$ cat config.mk
export PLATFORM = sky130hd
export DESIGN_NAME = lwft_sram
export DESIGN_NICKNAME = d
export VERILOG_FILES = /design/src/rtl/lwft_pkg.sv /design/src/rtl/lwft_burst_addr.sv /design/src/rtl/lwft_cmd_stage.sv /design/src/rtl/lwft_wr_pend.sv /design/src/rtl/lwft_mem_array.sv /design/src/rtl/lwft_sram.sv
export SDC_FILE = /design/constraint.sdc
export NUM_CORES = 1
export LEC_CHECK = 0
export BUFFER_PORTS_ARGS = -buffer_cell sky130_fd_sc_hd__buf_4
export CAP_MARGIN = 5
export CORE_UTILIZATION = 61
export DETAILED_ROUTE_END_ITERATION = 10
export PLACE_DENSITY = 0.73
export SLEW_MARGIN = 10
export SYNTH_ARGS = -nofsm -noshare
export SYNTH_HDL_FRONTEND = slang
export SYNTH_SLANG_ARGS = --single-unit
$ cat constraint.sdc
create_clock -name clk -period 3.9 [get_ports clk]
set_input_delay 0.39 -clock clk [delete_from_list [all_inputs] [get_ports clk]]
set_output_delay 0.39 -clock clk [all_outputs]
set_load 0.1 [all_outputs]
$ cat src/rtl/lwft_pkg.sv
// Shared types for the late-write flow-through SRAM.
// Assumes: one beat type per registered command stage.
package lwft_pkg;
    typedef enum logic [1:0] {
        BEAT_IDLE = 2'd0,
        BEAT_RD   = 2'd1,
        BEAT_WR   = 2'd2
    } beat_e;
endpackage

$ cat src/rtl/lwft_burst_addr.sv
// Forms the current beat address from the burst start and the 2-bit beat count.
// Assumes AW >= 2; LINEAR selects sum order, otherwise XOR order.
module lwft_burst_addr #(
    parameter int AW     = 6,
    parameter bit LINEAR = 1'b0
) (
    input  logic [AW-1:0] base,
    input  logic [1:0]    cnt,
    output logic [AW-1:0] beat_addr
);
    logic [1:0] low;

    generate
        if (LINEAR) begin : g_linear
            // sum order, modulo four
            assign low = base[1:0] + cnt;
        end else begin : g_interleave
            // XOR order
            assign low = base[1:0] ^ cnt;
        end
    endgenerate

    assign beat_addr = {base[AW-1:2], low};
endmodule

$ cat src/rtl/lwft_cmd_stage.sv
// Command register: decodes load/continue, keeps the burst type, start address,
// beat count and the lane enables of the current beat.
// Assumes: stall freezes everything; reset is synchronous and active low.
module lwft_cmd_stage #(
    parameter int AW    = 6,
    parameter int LANES = 2
) (
    input  logic               clk,
    input  logic               rst_n,
    input  logic               stall,
    input  logic               adv,
    input  logic               rd_wr_n,
    input  logic               selected,
    input  logic [LANES-1:0]   lane_we_n,
    input  logic [AW-1:0]      addr,
    output lwft_pkg::beat_e    beat,
    output logic [AW-1:0]      base,
    output logic [1:0]         cnt,
    output logic [LANES-1:0]   beat_we_n
);
    // register a new command or advance the burst on each enabled edge
    always_ff @(posedge clk) begin
        if (!rst_n) begin
            beat      <= lwft_pkg::BEAT_IDLE;
            base      <= '0;
            cnt       <= '0;
            beat_we_n <= '1;
        end else if (!stall) begin
            beat_we_n <= lane_we_n;
            if (!adv) begin
                base <= addr;
                cnt  <= '0;
                if (!selected)
                    beat <= lwft_pkg::BEAT_IDLE;
                else if (rd_wr_n)
                    beat <= lwft_pkg::BEAT_RD;
                else
                    beat <= lwft_pkg::BEAT_WR;
            end else begin
                cnt <= cnt + 2'd1;
            end
        end
    end
endmodule

$ cat src/rtl/lwft_wr_pend.sv
// Pending-write register: holds data taken one edge after a write command until
// the next enabled edge commits it, and merges it into reads of the same word.
// Assumes: mask bit set = lane written.
module lwft_wr_pend #(
    parameter int AW     = 6,
    parameter int LANES  = 2,
    parameter int LANE_W = 9,
    localparam int W     = LANES * LANE_W
) (
    input  logic             clk,
    input  logic             rst_n,
    input  logic             stall,
    input  logic             cap_en,
    input  logic [AW-1:0]    cap_addr,
    input  logic [LANES-1:0] cap_mask,
    input  logic [W-1:0]     wdata,
    input  logic [AW-1:0]    rd_addr,
    input  logic [W-1:0]     arr_data,
    output logic             pend_valid,
    output logic [AW-1:0]    pend_addr,
    output logic [LANES-1:0] pend_mask,
    output logic [W-1:0]     pend_data,
    output logic [W-1:0]     merged
);
    // capture write data for the beat registered at the previous edge
    always_ff @(posedge clk) begin
        if (!rst_n) begin
            pend_valid <= 1'b0;
            pend_addr  <= '0;
            pend_mask  <= '0;
            pend_data  <= '0;
        end else if (!stall) begin
            pend_valid <= cap_en;
            pend_addr  <= cap_addr;
            pend_mask  <= cap_mask;
            pend_data  <= wdata;
        end
    end

    logic hit;
    assign hit = pend_valid && (pend_addr == rd_addr);

    generate
        for (genvar l = 0; l < LANES; l++) begin : g_lane
            // per-lane choice between pending data and array data
            assign merged[l*LANE_W +: LANE_W] = (hit && pend_mask[l]) ?
                pend_data[l*LANE_W +: LANE_W] : arr_data[l*LANE_W +: LANE_W];
        end
    endgenerate
endmodule

$ cat src/rtl/lwft_mem_array.sv
// Storage array: one lane-masked synchronous write port, one combinational read port.
// Assumes DEPTH is a power of two; contents are not reset.
module lwft_mem_array #(
    parameter int DEPTH  = 64,
    parameter int LANES  = 2,
    parameter int LANE_W = 9,
    localparam int AW    = $clog2(DEPTH),
    localparam int W     = LANES * LANE_W
) (
    input  logic             clk,
    input  logic             wr_en,
    input  logic [AW-1:0]    waddr,
    input  logic [LANES-1:0] wmask,
    input  logic [W-1:0]     wdata,
    input  logic [AW-1:0]    raddr,
    output logic [W-1:0]     rdata
);
    logic [W-1:0] mem [DEPTH];

    // lane-masked write
    always_ff @(posedge clk) begin
        if (wr_en) begin
            for (int l = 0; l < LANES; l++) begin
                if (wmask[l])
                    mem[waddr][l*LANE_W +: LANE_W] <= wdata[l*LANE_W +: LANE_W];
            end
        end
    end

    assign rdata = mem[raddr];
endmodule

$ cat src/rtl/lwft_sram.sv
// Top: late-write flow-through synchronous SRAM. A command stage registers each
// load or continue; write data is captured one edge later into a pending register
// that commits at the following enabled edge; reads see pending bytes by lane.
// Assumes DEPTH is a power of two and at least 4.
module lwft_sram #(
    parameter int DEPTH        = 64,
    parameter int LANE_W       = 9,
    parameter int LANES        = 2,
    parameter bit LINEAR_BURST = 1'b0,
    localparam int AW          = $clog2(DEPTH),
    localparam int W           = LANES * LANE_W
) (
    input  logic             clk,
    input  logic             rst_n,
    input  logic             stall,
    input  logic             adv,
    input  logic             rd_wr_n,
    input  logic             sel_a_n,
    input  logic             sel_b,
    input  logic             sel_c_n,
    input  logic [LANES-1:0] lane_we_n,
    input  logic [AW-1:0]    addr,
    input  logic [W-1:0]     wdata,
    input  logic             oe_n,
    output logic [W-1:0]     rdata,
    output logic             rdata_drv
);
    lwft_pkg::beat_e  beat;
    logic [AW-1:0]    base;
    logic [1:0]       cnt;
    logic [LANES-1:0] beat_we_n;
    logic [AW-1:0]    beat_addr;
    logic             selected;
    logic             cap_en;
    logic             pend_valid;
    logic [AW-1:0]    pend_addr;
    logic [LANES-1:0] pend_mask;
    logic [W-1:0]     pend_data;
    logic [W-1:0]     arr_data;
    logic [W-1:0]     merged;
    logic             commit;

    assign selected = !sel_a_n && sel_b && !sel_c_n;

    lwft_cmd_stage #(.AW(AW), .LANES(LANES)) u_cmd (
        .clk(clk), .rst_n(rst_n), .stall(stall), .adv(adv), .rd_wr_n(rd_wr_n),
        .selected(selected), .lane_we_n(lane_we_n), .addr(addr),
        .beat(beat), .base(base), .cnt(cnt), .beat_we_n(beat_we_n)
    );

    lwft_burst_addr #(.AW(AW), .LINEAR(LINEAR_BURST)) u_badr (
        .base(base), .cnt(cnt), .beat_addr(beat_addr)
    );

    // a write beat with every lane disabled captures nothing
    assign cap_en = (beat == lwft_pkg::BEAT_WR) && (beat_we_n != '1);

    lwft_wr_pend #(.AW(AW), .LANES(LANES), .LANE_W(LANE_W)) u_pend (
        .clk(clk), .rst_n(rst_n), .stall(stall), .cap_en(cap_en),
        .cap_addr(beat_addr), .cap_mask(~beat_we_n), .wdata(wdata),
        .rd_addr(beat_addr), .arr_data(arr_data),
        .pend_valid(pend_valid), .pend_addr(pend_addr), .pend_mask(pend_mask),
        .pend_data(pend_data), .merged(merged)
    );

    assign commit = pend_valid && !stall && rst_n;

    lwft_mem_array #(.DEPTH(DEPTH), .LANES(LANES), .LANE_W(LANE_W)) u_mem (
        .clk(clk), .wr_en(commit), .waddr(pend_addr), .wmask(pend_mask),
        .wdata(pend_data), .raddr(beat_addr), .rdata(arr_data)
    );

    // drive only on read beats with the output enable active
    assign rdata_drv = (beat == lwft_pkg::BEAT_RD) && !oe_n;
    assign rdata     = rdata_drv ? merged : '0;
endmodule

==> flow_metrics.tcl <==
set metrics [dict create \
    power_density_nw_per_um2 504 \
    grt_max_degree 108 \
    final_cells 3934 \
    endpoint_kind "primary output" \
    die_w_um 278 \
    p_leak_nw 17.4 \
    cp.arrival_ns 3.52 \
    place.gp.congestion 0.857 \
    hp-class "input port to flop" \
    regArea_um2 35400 \
    drive_above_1_share_pct 22.1 \
    violations "setup timing" \
    wirelength_um 119000 \
    initial_core_util_pct 62.0 \
    clock_sinks 1191 \
    fp.dieH_um 278 \
    clkTransAtPathRegs_ns 0.06 \
    row_count 100 \
    ant_nets 0 \
    antenna_found_initial 3 \
    dp.cells 3654 \
    path_max_fanout 12 \
    cpMostUsedCell "buf_4" \
    synth_nets 2694 \
    slew_viol_final 0 \
    synthesis.instances 2659 \
    grt_pass1_wl_um 171000 \
    overflow 0 \
    netlist_area_um2 46400 \
    cts_tree "yes" \
    worstMarginPinSlew_ns 1.10 \
    critical_path.cell_chain "xor2_4 -> buf_4 -> buf_4 -> bufbuf_16 -> mux4_2 -> a22oi_2 -> nand4_1 -> a22oi_1 -> nand2_1 -> buf_4" \
    synth_edf_count 1152 \
    pre_cts_slack_ns 0.246 \
    fin_util_pct 71.9 \
    viasPerCell 6.78 \
    hold_viol_final 0 \
    syn_to_final_growth_pct 15.9 \
    fin_crit_ns 3.91 \
    cp-startpoint "u_cmd.cnt[0]" \
    dpl.hpwl_um 70300 \
    ys_warn_count 0 \
    setup_slack_ns -0.00749 \
    r2r-start "u_pend.pend_valid" \
    worstPathRequired_ns 3.51 \
    layout_commonest_cell "edfxtp_1" \
    htreeDepth 3 \
    die-area_um2 77200 \
    final_cell_mix "edfxtp_1, nand2_1, buf_4, mux2i_1, mux4_2" \
    startpoint_type "flop" \
    slowest_delay_ns 0.53 \
    clock.fmax_mhz 256 \
    io_pins 54 \
    seq_area_frac_synth_pct 76.2 \
    vias 26700 \
    critPathKind "flop to primary output" \
    relSlewSlack_pct 26.5 \
    cpLargestDelayFamily "buffers and inverters" \
    final_net_count 2903 \
    setup-violations-final 1 \
    io_buffers 53 \
    core_area_um2 74800 \
    drv_cap 0 \
    rsz0062_at_grt "true" \
    cp_slowest_cell "mux4_2" \
    synth_cell_type_count 42 \
    grt_usage_pct 30.5 \
    avgSynthCellArea_um2 17.4 \
    min_from "wdata[15]" \
    synthFlopType "edfxtp_1" \
    ys_seq_elements 1191 \
    status "finished with violations" \
    clock_latency_ns 0.67 \
    initialDrtViolationCount 3582 \
    multiInputGateArea_um2 10800 \
    routedWlPerCell_um 30.4 \
    fin_crit_sh_pct 100 \
    cts_buffer_depth 3 \
    cts_root_buf "clkbuf_16" \
    first_global_vias 26100 \
    fin_skew_ns 0.0196 \
    cp_num_buf_inv 4 \
    drc 0 \
    ir_worst_vdd_uv 491 \
    synthArstFlopShare_pct 0 \
    dr.pass1.iters 5 \
    numCtsBuffers 113 \
    fillCellCount 4483 \
]
[through the flow]
step	power [W]	setup TNS, ns	area, um2	hold slack (ns)
after floorplan	0.0154	0	46400	0.457
after global placement	0.0160	0	48600	0.483
after detailed placement	0.0161	0	48600	0.531
after CTS	0.0270	0	53200	0.00134
after global routing	0.0277	-0.195	53800	0.0229
final	0.0271	-0.00749	53800	0.0294
[sequential cells by signal (all words and copies together) (netlist names)]
signal / cells
u_pend.pend_mask: 2
u_cmd.beat_we_n: 2
u_pend.pend_addr: 6
u_cmd.cnt: 2
u_pend.pend_data: 18
u_pend.pend_valid: 1
u_mem.mem: 1152
u_cmd.base: 6
u_cmd.beat: 2
[cell usage after synthesis, types with 21 or more instances]
cell	n	area, um2
nand4_1	58	363
mux2i_1	179	1790
nor2b_1	29	181
a221oi_1	64	561
buf_1	21	78.8
o21ai_0	56	280
buf_2	37	185
edfxtp_1	1152	34600
clkbuf_1	87	327
a32oi_1	28	245
dfxtp_1	39	781
a22oi_1	51	383
a21oi_1	27	135
nand3_1	121	606
nor2_1	151	567
mux4_2	152	3420
nand2_1	295	1110
[where the power goes]
group	leakage [nW]	switching, W	internal, W	total [W]
Sequential	10.8	0.0000491	0.0141	0.0141
Clock	1.79	0.00465	0.00628	0.0109
Combinational	4.80	0.00123	0.000814	0.00205
Total	17.4	0.00593	0.0211	0.0271
[final cells by class]
cell class	instances	area share (%)
inverter	5	0.0349
tap	969	2.25
multi-input combinational	1309	20.1
sequential	1191	65.8
clock buffer	140	5.62
timing repair buffer	248	4.93
antenna	1	0.00465
clock inverter	71	1.23
[repair_timing]
item / CTS / global route
endpoints found under the setup margin: 18 / 18
hold buffers: 17 / 0
pin swaps: 9 / 18
buffers inserted: 17 / 18
endpoints found under the hold margin: 17 / 0
resized for setup: 78 / 65
cloned: 10 / 7
[logic make-up after synthesis]
| family | after synthesis | synth area share [%] |
|---|---|---|
| buf+inv | 159 | 1.46 |
| xor+xnor | 10 | 0.205 |
| mux | 331 | 11.2 |
| simple gates | 676 | 6.39 |
| flops | 1191 | 76.2 |
| compound gates | 292 | 4.46 |
[worst paths after layout]
| kind | cells past startpoint | slack, ns | end |
|---|---|---|---|
| max reg2reg | 5 | 0.81 | u_mem.mem[62][4] |
| max | 10 | -0.007 | rdata[16] |
| min | 3 | 0.03 | u_pend.pend_data[15] |
| min reg2reg | 2 | 0.52 | u_cmd.base[0] |
[metal layers]
layer | global-route usage, % | share of wire [%] | vias up
met5 | 0 | 0.022 | -
met4 | 10.8 | 3.7 | 4
met3 | 7.07 | 11 | 294
met2 | 47.2 | 47 | 1756
met1 | 43.3 | 38 | 13500
li1 | - | - | 11100
[worst register-to-register path, delay by kind of cell, from the launching register on]
family	cells	cell delay, ns
flip-flops	1	0.46
AND/OR/NAND/NOR	5	2.24
(Power assumes the default switching activity.)
